**config.mk**
```make
export PLATFORM = sky130hd
export DESIGN_NAME = exc_state_unit
export DESIGN_NICKNAME = d
export VERILOG_FILES = /design/src/rtl/exc_pkg.sv /design/src/rtl/exc_prio.sv /design/src/rtl/exc_pending.sv /design/src/rtl/exc_state_unit.sv
export SDC_FILE = /design/constraint.sdc
export NUM_CORES = 1
export LEC_CHECK = 0
export CORE_MARGIN = 2
export CORE_UTILIZATION = 50
export CTS_CLUSTER_SIZE = 20
export DETAILED_ROUTE_END_ITERATION = 12
export DONT_BUFFER_PORTS = 1
export HOLD_SLACK_MARGIN = 0.02
export PLACE_DENSITY = 0.63
export SYNTH_ARGS = -nofsm -noshare
export SYNTH_HDL_FRONTEND = slang
export SYNTH_HIERARCHICAL = 1
export SYNTH_SLANG_ARGS = --single-unit
export TNS_END_PERCENT = 5
```
**constraint.sdc**
```tcl
create_clock -name clk -period 5.85 [get_ports clk]
set_input_delay 1.4625 -clock clk [delete_from_list [all_inputs] [get_ports clk]]
set_output_delay 1.4625 -clock clk [all_outputs]
set_load 0.05 [all_outputs]
```
**src/rtl/exc_pkg.sv**
```systemverilog
package exc_pkg;

  localparam int XLEN = 32;
  localparam int NSRC = 9;

  typedef enum logic [3:0] {
    EC_INT  = 4'd0,
    EC_ADEL = 4'd4,
    EC_ADES = 4'd5,
    EC_IBE  = 4'd6,
    EC_DBE  = 4'd7,
    EC_SYS  = 4'd8,
    EC_BP   = 4'd9,
    EC_RI   = 4'd10,
    EC_OV   = 4'd12
  } exc_code_e;

  // Request vector index: lower index has higher priority.
  localparam int SRC_IBE  = 0;
  localparam int SRC_ADEL = 1;
  localparam int SRC_ADES = 2;
  localparam int SRC_DBE  = 3;
  localparam int SRC_RI   = 4;
  localparam int SRC_OV   = 5;
  localparam int SRC_SYS  = 6;
  localparam int SRC_BP   = 7;
  localparam int SRC_INT  = 8;

  localparam logic [4:0] REG_BADVA  = 5'd8;
  localparam logic [4:0] REG_STATUS = 5'd12;
  localparam logic [4:0] REG_CAUSE  = 5'd13;
  localparam logic [4:0] REG_EPC    = 5'd14;

  function automatic exc_code_e src_code(input int idx);
    case (idx)
      SRC_IBE:  return EC_IBE;
      SRC_ADEL: return EC_ADEL;
      SRC_ADES: return EC_ADES;
      SRC_DBE:  return EC_DBE;
      SRC_RI:   return EC_RI;
      SRC_OV:   return EC_OV;
      SRC_SYS:  return EC_SYS;
      SRC_BP:   return EC_BP;
      default:  return EC_INT;
    endcase
  endfunction

  // Opcodes the datapath implements.
  function automatic logic op_legal(input logic [5:0] op);
    case (op)
      6'h00, 6'h02, 6'h04, 6'h0D, 6'h23, 6'h2B: return 1'b1;
      default: return 1'b0;
    endcase
  endfunction

  // Saved PC points at the offending instruction.
  function automatic logic [XLEN-1:0] epc_value(input logic [XLEN-1:0] pc,
                                                input logic incr);
    return incr ? (pc - XLEN'(4)) : pc;
  endfunction

endpackage

```
**src/rtl/exc_prio.sv**
```systemverilog
module exc_prio
  import exc_pkg::*;
#(
  parameter int N = NSRC
) (
  input  logic [N-1:0] req,
  output logic [N-1:0] grant,
  output logic [3:0]   code,
  output logic         any
);

  always_comb begin
    grant = '0;
    code  = 4'd0;
    any   = |req;
    // Walk from lowest to highest priority so the highest wins last.
    for (int i = N - 1; i >= 0; i--) begin
      if (req[i]) begin
        grant    = '0;
        grant[i] = 1'b1;
        code     = src_code(i);
      end
    end
  end

  always_comb begin
    a_grant_onehot_r4: assert ($onehot0(grant))
      else $error("more than one trap source granted");
  end

endmodule

```
**src/rtl/exc_pending.sv**
```systemverilog
module exc_pending #(
  parameter int N = 5
) (
  input  logic         clk,
  input  logic         rst_n,
  input  logic [N-1:0] irq,
  input  logic         clr_en,
  input  logic [N-1:0] keep,
  output logic [N-1:0] pend
);

  logic [N-1:0] irq_d;
  logic [N-1:0] rise;
  logic [N-1:0] pend_next;

  assign rise = irq & ~irq_d;

  always_comb begin
    pend_next = (pend | rise) & irq;
    if (clr_en) pend_next = pend_next & keep;
  end

  always_ff @(posedge clk) begin
    if (!rst_n) begin
      irq_d <= '0;
      pend  <= '0;
    end else begin
      irq_d <= irq;
      pend  <= pend_next;
    end
  end

  // A pending bit never survives without its line having been high.
  p_pend_needs_line_r8: assert property (@(posedge clk) disable iff (!rst_n)
    (pend & ~$past(irq)) == '0);

  // A rising line without a clear latches a pending bit.
  p_rise_latches_r8: assert property (@(posedge clk) disable iff (!rst_n)
    (!clr_en && (rise != '0)) |=> ((pend & $past(rise)) == $past(rise)));

endmodule

```
**src/rtl/exc_state_unit.sv**
```systemverilog
module exc_state_unit
  import exc_pkg::*;
#(
  parameter int          NIRQ   = 5,
  parameter int          IP_LSB = 10,
  parameter int          IE_BIT = 0,
  parameter logic [31:0] VECTOR = 32'h8000_0080
) (
  input  logic            clk,
  input  logic            rst_n,
  input  logic            op_valid,
  input  logic [5:0]      opcode,
  input  logic            ovf_flag,
  input  logic            adel_flag,
  input  logic            ades_flag,
  input  logic            ibus_flag,
  input  logic            dbus_flag,
  input  logic            sys_flag,
  input  logic            brk_flag,
  input  logic [NIRQ-1:0] hw_irq,
  input  logic [31:0]     cur_pc,
  input  logic            pc_incr,
  input  logic [31:0]     fault_addr,
  input  logic            wr_en,
  input  logic [4:0]      wr_sel,
  input  logic [31:0]     wr_data,
  input  logic [4:0]      rd_sel,
  output logic [31:0]     rd_data,
  output logic            trap_take,
  output logic [31:0]     trap_target,
  output logic [3:0]      trap_code
);

  localparam int CODE_LSB = 2;

  logic [31:0]     status_q;
  logic [31:0]     epc_q;
  logic [31:0]     badva_q;
  logic [3:0]      code_q;
  logic [NIRQ-1:0] pend;
  logic [NIRQ-1:0] irq_mask;
  logic            glob_ie;
  logic            ri_event;
  logic            int_req;
  logic            addr_err;
  logic            sw_cause_clr;
  logic [NSRC-1:0] req;
  logic [NSRC-1:0] grant;

  assign irq_mask = status_q[IP_LSB +: NIRQ];
  assign glob_ie  = status_q[IE_BIT];
  assign ri_event = op_valid && !op_legal(opcode);
  assign int_req  = glob_ie && ((pend & irq_mask) != '0);

  always_comb begin
    req           = '0;
    req[SRC_IBE]  = ibus_flag;
    req[SRC_ADEL] = adel_flag;
    req[SRC_ADES] = ades_flag;
    req[SRC_DBE]  = dbus_flag;
    req[SRC_RI]   = ri_event;
    req[SRC_OV]   = ovf_flag;
    req[SRC_SYS]  = sys_flag;
    req[SRC_BP]   = brk_flag;
    req[SRC_INT]  = int_req;
  end

  exc_prio #(.N(NSRC)) u_prio (
    .req   (req),
    .grant (grant),
    .code  (trap_code),
    .any   (trap_take)
  );

  assign sw_cause_clr = wr_en && (wr_sel == REG_CAUSE) && !trap_take;

  exc_pending #(.N(NIRQ)) u_pend (
    .clk    (clk),
    .rst_n  (rst_n),
    .irq    (hw_irq),
    .clr_en (sw_cause_clr),
    .keep   (wr_data[IP_LSB +: NIRQ]),
    .pend   (pend)
  );

  assign addr_err    = grant[SRC_ADEL] || grant[SRC_ADES];
  assign trap_target = trap_take ? VECTOR : 32'd0;

  always_ff @(posedge clk) begin
    if (!rst_n) begin
      status_q <= '0;
      epc_q    <= '0;
      badva_q  <= '0;
      code_q   <= '0;
    end else if (trap_take) begin
      epc_q            <= epc_value(cur_pc, pc_incr);
      code_q           <= trap_code;
      status_q[IE_BIT] <= 1'b0;
      if (addr_err) badva_q <= fault_addr;
    end else if (wr_en) begin
      case (wr_sel)
        REG_STATUS: status_q <= wr_data;
        REG_EPC:    epc_q    <= wr_data;
        default:    ;
      endcase
    end
  end

  always_comb begin
    rd_data = '0;
    case (rd_sel)
      REG_BADVA:  rd_data = badva_q;
      REG_STATUS: rd_data = status_q;
      REG_EPC:    rd_data = epc_q;
      REG_CAUSE: begin
        rd_data[CODE_LSB +: 4]  = code_q;
        rd_data[IP_LSB +: NIRQ] = pend;
      end
      default:    rd_data = '0;
    endcase
  end

  // Saved PC after trap entry.
  p_epc_fix_r3: assert property (@(posedge clk) disable iff (!rst_n)
    trap_take |=> (epc_q + ($past(pc_incr) ? 32'd4 : 32'd0)) == $past(cur_pc));

  // Stored code follows the driven code.
  p_code_store_r4: assert property (@(posedge clk) disable iff (!rst_n)
    trap_take |=> code_q == $past(trap_code));

  // Global enable dropped on entry, other status bits untouched.
  p_ie_clear_r6: assert property (@(posedge clk) disable iff (!rst_n)
    trap_take |=> !status_q[IE_BIT] &&
      ((status_q | (32'd1 << IE_BIT)) == ($past(status_q) | (32'd1 << IE_BIT))));

  // Faulting address held on non-address traps.
  p_bad_hold_r7: assert property (@(posedge clk) disable iff (!rst_n)
    (trap_take && trap_code != EC_ADEL && trap_code != EC_ADES) |=> $stable(badva_q));

  // Reserved-instruction traps need a valid opcode.
  p_ri_valid_r5: assert property (@(posedge clk) disable iff (!rst_n)
    (trap_take && trap_code == EC_RI) |-> op_valid);

  // Interrupt traps only with the global enable set.
  p_int_gate_r9: assert property (@(posedge clk) disable iff (!rst_n)
    (trap_take && trap_code == EC_INT) |-> glob_ie);

  // No software write lands in a trap cycle.
  p_wr_blocked_r11: assert property (@(posedge clk) disable iff (!rst_n)
    (trap_take && wr_en && wr_sel == REG_EPC) |=> epc_q != $past(wr_data) ||
      epc_q == epc_value($past(cur_pc), $past(pc_incr)));

endmodule

```
Word level (Yosys, flattened, before mapping)
Cells that the tools add are included.
Word-level totals
  flip-flop bits (word level): 110
  input port bits: 129
  output and inout port bits: 69
Cells by class
  add/subtract/negate cells: 1
  equal/unequal tests: 12
  multiplexer cells: 28
  bitwise logic cells: 8
  reduce and logical (&&, ||, !) cells: 18
Operator list (count)
  32-bit 2-to-1 mux: 5
  17-bit case mux with 3 select lines: 1
  5-bit by 4-bit == test with 1-bit output, second input constant: 7
  4-bit 2-to-1 mux: 8
  32-bit by 3-bit subtractor with 32-bit output, second input constant: 1
  3-bit 2-to-1 mux: 8
  5-bit AND: 4
  5-bit case mux with 4 select lines: 1
  4-bit case mux with 4 select lines: 1
  6-bit == test, second input constant: 2
  4-bit case mux with 3 select lines: 1
  10-bit OR reduction: 1
  9-bit OR reduction: 1
  6-bit by 2-bit == test with 1-bit output, second input constant: 1
  6-bit by 3-bit == test with 1-bit output, second input constant: 1
  6-bit by 4-bit == test with 1-bit output, second input constant: 1
  6-bit zero test: 1
  2-bit case mux with 3 select lines: 1
  2-bit AND reduction: 3
  6-bit OR reduction: 1
  5-bit 2-to-1 mux: 1
  5-bit NOT: 1
  5-bit bitwise OR: 1
  5-bit nonzero test: 1
  other kinds (7): 13

Longest topological paths before layout
  depth after elaboration: 12
  gate-level depth with buffers: 11
  gate-level depth less buffers: 10

By module
Netlist, hierarchy kept.
By module, submodules not included
  exc_state_unit: times used 1, cells an instance 667, area each 5397.7 µm²
  exc_pending: times used 1, cells an instance 26, area each 316.6 µm²
  exc_prio: times used 1, cells an instance 22, area each 163.9 µm²

Worst setup path after synthesis
No wires, ideal clock.
  path type: input -> output
  start: input port opcode[2]
  end: output port trap_target[31]
  data arrival time: 3.457 ns
  required time: 4.388 ns
  slack: 0.930 ns
  stages: 6
  path through: a2111oi_0 -> a21oi_1 -> o21a_1 -> nor4_1 -> nand3b_1 -> buf_4
Between the ends
  word-level cells in the longest chain between the ends: 7
  elaborated cells on any way between the ends: 12
  classes of those cells: 5 x eq/ne; 2 x mux; 5 x reduce/logical
Ends and longest elaborated chain
  from (decl): line exc_state_unit.sv:12  | input logic [5:0] opcode,
  6-bit by 2-bit == test with 1-bit output (tied with other cells): line exc_pkg.sv:50  | case (op)
  6-bit OR reduction *: line exc_pkg.sv:50
  1-bit 2-to-1 mux *: line exc_pkg.sv:50
  1-bit zero test *: line exc_state_unit.sv:52  | assign ri_event = op_valid && !op_legal(opcode);
  1-bit logical AND *: line exc_state_unit.sv:52
  named net ri_event: line exc_state_unit.sv:43  | logic ri_event;
  9-bit OR reduction *: line exc_prio.sv:15  | any = |req;
  named net trap_take: line exc_state_unit.sv:29  | output logic trap_take,
  32-bit 2-to-1 mux *: line exc_state_unit.sv:87  | assign trap_target = trap_take ? VECTOR : 32'd0;
  to (decl): line exc_state_unit.sv:30  | output logic [31:0] trap_target,
Mark *: on every way through the listed nets, which the timed path passes. The rest lies on a longest branch.

Worst setup path after layout
  start: input port opcode[2]
  end: output port trap_target[7]
Same word-level chain as after synthesis.

==> impl_metrics.toml <==
[synth]
avgSynthCellArea_um2 = 8.218
syn_area_mm2 = 0.005818
synth_cells = 708
yosysWarnings = 6

[timing]
fmax_mhz = 199.6
holdWs_ns = 0.4645
maxSlewHeadroom_pct = 24.70
hold_viol = 0
worst_pin_slew_ns = 1.114
rsz0062_at_grt = "no"
tns_ns = 0
fin_skew_ns = 0.004849
layout_min_cycle_time_ns = 5.009
finalSetupViolations = 0
post-route-period-util_pct = 85.62
slew_violations = 0

[global_routing]
overflow = 0
track_usage_pct = 24.55
antenna_found_initial = 0
grt_max_degree = 104
grt_pass1_wl_um = 24390
grt_pass1_vias = 4796

[detailed_routing]
route.detailed.drc = 0
drt-wirelength-per-cell_um = 18.63
totalWireLength_um = 15520
drt-pass1-iter-count = 9
viasPerCell = 5.833
vias = 4859
drtIter0Drc = 458
ant_nets = 0

[floorplanning]
coreArea_mm2 = 0.01137
ios = 198
fp.dieW_um = 111.9
initial_core_util_pct = 51.17
dieArea_mm2 = 0.01251
die_y_um = 111.9
num_rows = 39

[worst_setup_path]
arrival_ns = 3.55
path_class = "in -> out"
crit_fanout = 4
crit_required_ns = 4.39
crit_path_start_kind = "input port"
cp-end-kind = "output pin"

[clocking]
max-clock-path-buffers = 2
numCtsBuffers = 9
clk_latency_ns = 0.35
holdBufCountCts = 0
tritoncts = "built"
clockRootBuffer = "clkbuf_16"
cts_resized = 0
postCtsSetupBuffers = 0
clock-sinks = 110
clkSlewWorstSetupHoldPaths_ns = 0.06
h-tree-depth = 3

[cells_and_area]
multi_input_area_mm2 = 0.003222
nets = 815
antenna_cells = 0
drive_gt1_share_pct = 9.565
seq_area_mm2 = 0.002202
fillers = 1087
syn_to_final_growth_pct = 5.161

[placed_design]
hpwl_um = 10360
portBuffers = 0
globalplace.congestion = 0.8562

[power_and_ir_drop]
ir_drop_mv = 0.1981
powerDensity_mw_per_mm2 = 251.4
power_uw = 1538
leakage_uw = 0.002285

[outcome]
status = "finished clean"

[hold_path]
hold_path_class = "reg -> reg"

[run]
maxCapViolCount = 0
layout make-up:
type / count / share of cell area, %
clock buffers: 16 / 4.601
repair buffers: 12 / 1.800
well taps: 143 / 2.924
inverters: 33 / 2.025
flip-flops and latches: 110 / 35.99
multi-input cells: 519 / 52.66
power by group:
part	total [uW]	internal, uW	switching (uW)	leakage (uW)
sequential	796	780	16.3	0.000903
clock	586	325	261	0.000137
combinational	156	50.6	106	0.00124
metrics by stage:
step	setup WS [ns]	util (%)	cells	area [um^2]
2_1_floorplan	1.041	-	737	5927
3_3_place_gp	0.9871	51.34	817	5837
3_5_place_dp	0.9122	51.34	817	5837
4_1_cts	0.9068	53.81	833	6118
5_1_grt	0.8071	53.81	833	6118
6_report	0.8411	53.81	833	6118
flip-flops by register name, summed over array words and instances, names as in the netlist:
name	count
u_pend/irq_d	5
epc_q	32
badva_q	32
u_pend/pend	5
code_q	4
status_q	32
layout by cell type, fill, tap and decap left out, types with 7 or more instances in the layout:
master / n
mux2i_1: 19
nor3_1: 9
nor2_1: 13
a21oi_1: 20
nor4_1: 13
nand3_1: 7
a21boi_0: 64
a222oi_1: 24
xnor2_1: 16
nand2_1: 158
dfxtp_1: 110
xor2_1: 9
conb_1: 30
o21ai_0: 24
inv_1: 32
buf_4: 11
mux2_2: 18
or3_1: 7
a22oi_1: 19
clkbuf_16: 9
worst max-delay path: stages:
cell and delay, ns:
a2111oi_0 0.37, a21oi_1 0.07, o21a_1 0.22, nor4_1 0.41
nand3b_1 0.61, buf_16 0.40
final timing paths:
| kind | startpoint | end | slack (ns) | depth (start not counted) |
|---|---|---|---|---|
| setup / recovery | opcode[2] | trap_target[7] | 0.84 | 6 |
| hold reg to reg | badva_q[0]$_SDFFE_PN0P_ | badva_q[0]$_SDFFE_PN0P_ | 0.46 | 2 |
| hold / removal | badva_q[0]$_SDFFE_PN0P_ | badva_q[0]$_SDFFE_PN0P_ | 0.46 | 2 |
| setup reg to reg | u_pend/pend[2]$_SDFF_PN0_ | badva_q[13]$_SDFFE_PN0P_ | 2.48 | 9 |
per-layer routing:
| layer | track usage, % | routed length, um | up-vias |
|---|---|---|---|
| met1 | 29.63 | 6338 | 2260 |
| met3 | 8.002 | 1395 | 18 |
| met2 | 41.33 | 7534 | 206 |
| met4 | 8.230 | 253 | 0 |
| met5 | 0 | 0 | - |
| li1 | - | - | 2375 |
Power figures use the tool's default switching activity.
